File: src/rtl/tmr_split_pkg.sv
package tmr_split_pkg;
  localparam int unsigned DW = 8;
  localparam int unsigned AW = 3;
  localparam int unsigned NHALF = 2;
  localparam int unsigned NSRC = 4;

  typedef enum logic [1:0] {
    SRC_CLK   = 2'd0,
    SRC_DIV12 = 2'd1,
    SRC_FAST  = 2'd2,
    SRC_SLOW  = 2'd3
  } tick_src_e;

  typedef enum logic [AW-1:0] {
    A_CTRL   = 3'd0,
    A_TSEL   = 3'd1,
    A_CNT_LO = 3'd2,
    A_CNT_HI = 3'd3,
    A_CAP_LO = 3'd4,
    A_CAP_HI = 3'd5,
    A_FLAGS  = 3'd6
  } reg_addr_e;

  typedef struct packed {
    logic       rsv;
    logic [1:0] ie;
    logic [1:0] run;
    logic       cap_hi;
    logic       cap_lo;
    logic       split;
  } ctrl_t;
endpackage

File: src/rtl/tmr_tick_gen.sv
module tmr_tick_gen #(
  parameter int unsigned PRESCALE = 12,
  parameter int unsigned NSRC = 4
) (
  input  logic            clk,
  input  logic            rst_n,
  input  logic            tick_fast,
  input  logic            tick_slow,
  output logic [NSRC-1:0] ticks
);
  localparam int unsigned PW = (PRESCALE > 1) ? $clog2(PRESCALE) : 1;
  localparam logic [PW-1:0] PLAST = PW'(PRESCALE - 1);

  logic [PW-1:0] pre_q;
  logic          div_stb;

  always_ff @(posedge clk or negedge rst_n) begin
    if (!rst_n) pre_q <= '0;
    else if (pre_q == PLAST) pre_q <= '0;
    else pre_q <= pre_q + 1'b1;
  end

  assign div_stb = (pre_q == PLAST);

  always_comb begin
    ticks    = '0;
    ticks[0] = 1'b1;
    ticks[1] = div_stb;
    ticks[2] = tick_fast;
    ticks[3] = tick_slow;
  end


  div_strobe_gap_chk: assert property (@(posedge clk) disable iff (!rst_n)
    div_stb |=> !div_stb);
endmodule

File: src/rtl/tmr_cap_sync.sv
module tmr_cap_sync #(
  parameter int unsigned STAGES = 2
) (
  input  logic clk,
  input  logic rst_n,
  input  logic async_in,
  output logic rise
);
  logic [STAGES-1:0] sync_q;
  logic              prev_q;

  always_ff @(posedge clk or negedge rst_n) begin
    if (!rst_n) begin
      sync_q <= '0;
      prev_q <= 1'b0;
    end else begin
      sync_q <= {sync_q[STAGES-2:0], async_in};
      prev_q <= sync_q[STAGES-1];
    end
  end

  assign rise = sync_q[STAGES-1] & ~prev_q;


  rise_single_chk: assert property (@(posedge clk) disable iff (!rst_n)
    rise |=> !rise);
endmodule

File: src/rtl/tmr_half.sv
module tmr_half #(
  parameter int unsigned DW = 8,
  parameter int unsigned NSRC = 4
) (
  input  logic                    clk,
  input  logic                    rst_n,
  input  logic [$clog2(NSRC)-1:0] sel,
  input  logic                    run,
  input  logic [NSRC-1:0]         ticks,
  input  logic                    cnt_wr,
  input  logic [DW-1:0]           wdata,
  input  logic                    cap_evt,
  input  logic                    flag_clr,
  output logic [DW-1:0]           cnt,
  output logic [DW-1:0]           cap,
  output logic                    flag
);
  logic [DW-1:0] cnt_q;
  logic [DW-1:0] cap_q;
  logic          flag_q;
  logic          adv;

  assign adv = run & ticks[sel];

  always_ff @(posedge clk or negedge rst_n) begin
    if (!rst_n) cnt_q <= '0;
    else if (cnt_wr) cnt_q <= wdata;
    else if (adv) cnt_q <= cnt_q + 1'b1;
  end

  always_ff @(posedge clk or negedge rst_n) begin
    if (!rst_n) cap_q <= '0;
    else if (cap_evt) cap_q <= cnt_q;
  end

  always_ff @(posedge clk or negedge rst_n) begin
    if (!rst_n) flag_q <= 1'b0;
    else if (cap_evt) flag_q <= 1'b1;
    else if (flag_clr) flag_q <= 1'b0;
  end

  assign cnt  = cnt_q;
  assign cap  = cap_q;
  assign flag = flag_q;


  cnt_wrap_chk: assert property (@(posedge clk) disable iff (!rst_n)
    (cnt_q == '1 && adv && !cnt_wr) |=> cnt_q == '0);

  cnt_hold_chk: assert property (@(posedge clk) disable iff (!rst_n)
    (!run && !cnt_wr) |=> $stable(cnt_q));

  flag_set_chk: assert property (@(posedge clk) disable iff (!rst_n)
    cap_evt |=> flag_q);

  flag_sticky_chk: assert property (@(posedge clk) disable iff (!rst_n)
    (flag_q && !flag_clr) |=> flag_q);

  cap_old_value_chk: assert property (@(posedge clk) disable iff (!rst_n)
    (cap_evt && cnt_wr) |=> (cap_q == $past(cnt_q) && cnt_q == $past(wdata)));
endmodule

File: src/rtl/tmr_split_capture.sv
module tmr_split_capture
  import tmr_split_pkg::*;
#(
  parameter int unsigned PRESCALE = 12,
  parameter int unsigned SYNC_STAGES = 2
) (
  input  logic          clk,
  input  logic          rst_n,
  input  logic          reg_wr,
  input  logic [AW-1:0] reg_addr,
  input  logic [DW-1:0] reg_wdata,
  output logic [DW-1:0] reg_rdata,
  input  logic          tick_fast,
  input  logic          tick_slow,
  input  logic          capture_in,
  output logic          flag_lo,
  output logic          flag_hi,
  output logic          irq
);
  localparam int unsigned SW = $clog2(NSRC);

  ctrl_t               ctrl_q;
  logic [NHALF*SW-1:0] tsel_q;
  logic [NSRC-1:0]     ticks;
  logic                rise;
  logic                cap_mode;
  logic                cap_evt;
  logic [DW-1:0]       cnt  [NHALF];
  logic [DW-1:0]       capv [NHALF];
  logic [NHALF-1:0]    flags;

  always_ff @(posedge clk or negedge rst_n) begin
    if (!rst_n) begin
      ctrl_q <= '0;
      tsel_q <= '0;
    end else if (reg_wr) begin
      if (reg_addr == A_CTRL) ctrl_q <= ctrl_t'({1'b0, reg_wdata[DW-2:0]});
      if (reg_addr == A_TSEL) tsel_q <= reg_wdata[NHALF*SW-1:0];
    end
  end

  tmr_tick_gen #(.PRESCALE(PRESCALE), .NSRC(NSRC)) u_ticks (
    .clk(clk), .rst_n(rst_n), .tick_fast(tick_fast), .tick_slow(tick_slow),
    .ticks(ticks)
  );

  tmr_cap_sync #(.STAGES(SYNC_STAGES)) u_sync (
    .clk(clk), .rst_n(rst_n), .async_in(capture_in), .rise(rise)
  );

  assign cap_mode = ctrl_q.split & ctrl_q.cap_lo & ctrl_q.cap_hi;
  assign cap_evt  = rise & cap_mode;

  for (genvar h = 0; h < NHALF; h++) begin : g_half
    logic wr_cnt;
    logic clr;
    assign wr_cnt = reg_wr && (reg_addr == AW'(A_CNT_LO + h));
    assign clr    = reg_wr && (reg_addr == A_FLAGS) && !reg_wdata[h];
    tmr_half #(.DW(DW), .NSRC(NSRC)) u_half (
      .clk(clk), .rst_n(rst_n),
      .sel(tsel_q[h*SW +: SW]), .run(ctrl_q.run[h]), .ticks(ticks),
      .cnt_wr(wr_cnt), .wdata(reg_wdata), .cap_evt(cap_evt), .flag_clr(clr),
      .cnt(cnt[h]), .cap(capv[h]), .flag(flags[h])
    );
  end

  always_comb begin
    reg_rdata = '0;
    case (reg_addr)
      A_CTRL:   reg_rdata = ctrl_q;
      A_TSEL:   reg_rdata = DW'(tsel_q);
      A_CNT_LO: reg_rdata = cnt[0];
      A_CNT_HI: reg_rdata = cnt[1];
      A_CAP_LO: reg_rdata = capv[0];
      A_CAP_HI: reg_rdata = capv[1];
      A_FLAGS:  reg_rdata = DW'(flags);
      default:  reg_rdata = '0;
    endcase
  end

  assign flag_lo = flags[0];
  assign flag_hi = flags[1];
  assign irq     = |(flags & ctrl_q.ie);


  both_flags_chk: assert property (@(posedge clk) disable iff (!rst_n)
    cap_evt |=> (flag_lo && flag_hi));

  no_capture_off_chk: assert property (@(posedge clk) disable iff (!rst_n)
    (!cap_mode && !(reg_wr && reg_addr == A_FLAGS)) |=> $stable(flags));

  irq_source_chk: assert property (@(posedge clk) disable iff (!rst_n)
    irq |-> (flag_lo || flag_hi));
endmodule

File: config.mk
export PLATFORM = sky130hd
export DESIGN_NAME = tmr_split_capture
export DESIGN_NICKNAME = d
export VERILOG_FILES = /design/src/rtl/tmr_split_pkg.sv /design/src/rtl/tmr_tick_gen.sv /design/src/rtl/tmr_cap_sync.sv /design/src/rtl/tmr_half.sv /design/src/rtl/tmr_split_capture.sv
export SDC_FILE = /design/constraint.sdc
export NUM_CORES = 1
export LEC_CHECK = 0
export ABC_AREA = 1
export BUFFER_PORTS_ARGS = -buffer_cell sky130_fd_sc_hd__buf_4
export CAP_MARGIN = 40
export CORE_ASPECT_RATIO = 1.5
export CORE_MARGIN = 2
export CORE_UTILIZATION = 67
export CTS_BUF_LIST = sky130_fd_sc_hd__clkbuf_2 sky130_fd_sc_hd__clkbuf_4 sky130_fd_sc_hd__clkbuf_8
export DETAILED_ROUTE_END_ITERATION = 10
export PLACE_DENSITY = 0.84
export SLEW_MARGIN = 20
export SYNTH_ARGS = -nofsm -noshare
export SYNTH_HDL_FRONTEND = slang
export SYNTH_HIERARCHICAL = 1
export SYNTH_SLANG_ARGS = --single-unit
export TNS_END_PERCENT = 10
File: constraint.sdc
create_clock -name clk -period 2.8 [get_ports clk]
set_input_delay 0.14 -clock clk [delete_from_list [all_inputs] [get_ports clk]]
set_output_delay 0.14 -clock clk [all_outputs]
set_load 0.1 [all_outputs]
==> flow_metrics.env <==
export IMPL_placementRows=31
export IMPL_max_freq_mhz=553
export IMPL_comb_power_share=0.394
export IMPL_r2r_setup_slack_ns=1.17
export IMPL_drtPass1Iterations=5
export IMPL_cts_hold_buf=2
export IMPL_reg2regPathDepth=11
export IMPL_synth_top_cell_by_area="dfrtp_1"
export IMPL_diodes=0
export IMPL_cp_max_fo=23
export IMPL_cts_tree="done"
export IMPL_slew_viol_final=0
export IMPL_max_slew_margin_rel=0.531
export IMPL_cts_htree_levels=2
export IMPL_crit_path_start="reg_addr[2]"
export IMPL_antenna_found_initial=0
export IMPL_cts_setup_buffers=0
export IMPL_powerDensity_nw_per_um2=754
export IMPL_grt_use_met1=0.397
export IMPL_cp_endpoint="reg_rdata[3]"
export IMPL_status="finished, final reports clean"
export IMPL_clock_sinks=52
export IMPL_layout_commonest_cell="nand2_1"
export IMPL_clockBufferDepth=2
export IMPL_fin_crit_sh=0.646
export IMPL_crit_chain="buf_4 > inv_1 > nand4_1 > nand2_1 > inv_1 > nand2_1 > buf_4"
export IMPL_place_inst=524
export IMPL_stdcell_count=533
export IMPL_cts_buffers=5
export IMPL_io_pin_count=28
export IMPL_hold_path_depth=3
export IMPL_grt_max_degree=53
export IMPL_ys_warn_count=6
export IMPL_grt_overflow=0
export IMPL_synth_top_area_frac=0.393
export IMPL_netSwitchingFraction=0.459
export IMPL_io_buffers=27
export IMPL_startpoint_type="input port"
export IMPL_core_sq_um=4810
export IMPL_fin_tns_setup_ns=0
export IMPL_cts_root_buf="clkbuf_8"
export IMPL_drive_gt1_frac=0.197
export IMPL_antenna_left=0
export IMPL_grt_pass1_vias=2862
export IMPL_max_stage_delay_ns=0.54
export IMPL_holdCritPathClass="input port to flop"
export IMPL_place_congestion=0.984
export IMPL_vias=3001
export IMPL_clock_latency_ns=0.31
export IMPL_min_period_ns=1.81
export IMPL_grt_usage=0.318
export IMPL_total_leakage_power_nw=1.86
export IMPL_dieArea_sq_um=5530
export IMPL_start_util=0.688
export IMPL_async_flop_share=1.00
export IMPL_netlist_instances=451
export IMPL_synth_flop_cell="dfrtp_1"
export IMPL_clkTransAtPathRegs_ns=0.10
export IMPL_ys_seq_area_frac=0.393
export IMPL_grtUsageMet3=0.0576
export IMPL_ys_types=28
export IMPL_nNetsFinal=487
export IMPL_wirelength_um=8110
export IMPL_drt_initial_drc_count=234
export IMPL_p_switching_w=0.00124
export IMPL_postSynthRegisterBits=52
export IMPL_synth_area_per_cell_sq_um=7.34
export IMPL_slowest_stage="inv_1"
export IMPL_die_x_um=61.4
export IMPL_cp_arrival_ns=1.67
export IMPL_setup_violations=0
export IMPL_wl_per_cell_um=15.2
export IMPL_grt_pass1_wl_um=13200
export IMPL_max_cap_violations=0
export IMPL_avgViaCountPerCell=5.63
export IMPL_seqPwrFrac=0.442
export IMPL_utilization=0.741
export IMPL_busiest_layer="met2"
export IMPL_r2r_start="u_ticks/pre_q[0]$_DFF_PN0_"
export IMPL_area_growth_pct=7.67
export IMPL_hpwl_um=6090
export IMPL_die_y_um=90.1
export IMPL_internal_power_w=0.00145
export IMPL_synth_nets=471
export IMPL_worstMarginPinSlew_ns=0.703
export IMPL_clock_skew_final_ns=0.00819
export IMPL_hold_viol=0
export IMPL_rsz0062_at_grt="false"
export IMPL_r2r_end="g_half[0].u_half/cnt[0]$_DFFE_PN0P_"
export IMPL_cp_required_ns=2.66
export IMPL_end_kind="output pin"
export IMPL_crit_type="input port to output pin"
export IMPL_met2_usage=0.503
export IMPL_synth_area_top_cells="dfrtp_1, nand2_1, nand3_1"
export IMPL_syn_area_sq_um=3310
export IMPL_vdd_ir_drop_max_mv=0.600
export IMPL_synth_edf_count=0
export IMPL_final_cell_mix="nand2_1, inv_1, dfrtp_1"
export IMPL_cts_resized=0
export IMPL_drc=0
export IMPL_clkPwrFrac=0.164
==> power groups by stage <==
stage	registers, W	clock network (W)	logic [W]
6_report	0.00119	0.000442	0.00106
3_3_place_gp	0.00119	0	0.00102
5_1_grt	0.00121	0.000489	0.00117
3_5_place_dp	0.00119	0	0.00104
2_1_floorplan	0.00116	0	0.000808
4_1_cts	0.00118	0.000450	0.00105
==> critical path, delay by kind of cell <==
kind                   cells  cell delay [ns]
buffers and inverters      4             1.06
AND/OR/NAND/NOR            3             0.45
==> synthesized netlist by cell type, types with 2 or more instances <==
| cell | instances |
|---|---|
| nand2_1 | 128 |
| inv_1 | 58 |
| dfrtp_1 | 52 |
| nand3_1 | 50 |
| nand2_2 | 26 |
| nor2_1 | 23 |
| nand4_1 | 22 |
| o21ai_0 | 16 |
| o21ai_1 | 15 |
| buf_2 | 10 |
| o21ai_2 | 8 |
| inv_2 | 5 |
| nand3_2 | 5 |
| buf_4 | 4 |
| clkbuf_1 | 4 |
| nand2_4 | 4 |
| ha_1 | 3 |
| nor2_4 | 3 |
| buf_12 | 2 |
| buf_6 | 2 |
| nor3_1 | 2 |
| nor4_2 | 2 |
| o21bai_1 | 2 |
==> through the flow <==
stage	setup WS [ns]	power [W]	hold WS, ns	instance area, sq um
finish	0.992	0.00269	0.0851	3560
global route	0.935	0.00286	0.0818	3560
CTS	1.05	0.00268	0.0782	3560
detailed placement	1.06	0.00224	0.212	3450
global placement	1.12	0.00221	0.204	3450
floorplan	0.790	0.00197	-0.156	3310
==> flip-flops by register name, summed over array words and instances (netlist names) <==
| signal | cells |
|---|---|
| g_half.u_half/cap | 16 |
| g_half.u_half/cnt | 16 |
| ctrl_q | 7 |
| tsel_q | 4 |
| u_ticks/pre_q | 4 |
| g_half.u_half/flag | 2 |
| u_sync/sync_q | 2 |
| u_sync/prev_q | 1 |
==> cell type report <==
cell class / instances / area [sq um]
clock buffers: 6 / 82.6
clock inverters: 1 / 8.76
fillers: 430 / 1240
inverters: 63 / 236
multi-input cells: 314 / 1620
flip-flops and latches: 52 / 1300
well taps: 66 / 82.6
repair buffers: 31 / 238
==> metal layers <==
layer	up-vias	part of all wire
met5	-	0
met3	35	0.056
met4	0	0.058
met2	143	0.49
li1	1459	-
met1	1364	0.39
==> cell families (layout without fill, tap and decap cells) <==
logic type / Yosys count / after routing / synth area share
AND/OR/NAND/NOR: 268 / 268 / 0.400
buffers and inverters: 85 / 101 / 0.119
adder cells (fa/ha/maj): 3 / 3 / 0.0113
other: 1 / 1 / 0.00113
AO/OA/AOI/OAI: 42 / 42 / 0.0752
flip-flops: 52 / 52 / 0.393
==> worst min-delay path by stage <==
stage	startpoint	to
2_1_floorplan	rst_n	ctrl_q[0]$_DFFE_PN0P_
3_3_place_gp	rst_n	u_ticks/pre_q[1]$_DFF_PN0_
3_5_place_dp	rst_n	u_ticks/pre_q[1]$_DFF_PN0_
4_1_cts	reg_wdata[2]	g_half[1].u_half/cnt[2]$_DFFE_PN0P_
5_1_grt	reg_wdata[2]	g_half[1].u_half/cnt[2]$_DFFE_PN0P_
6_report	reg_wdata[2]	g_half[1].u_half/cnt[2]$_DFFE_PN0P_
No activity file was read; power rests on OpenSTA's default activity.
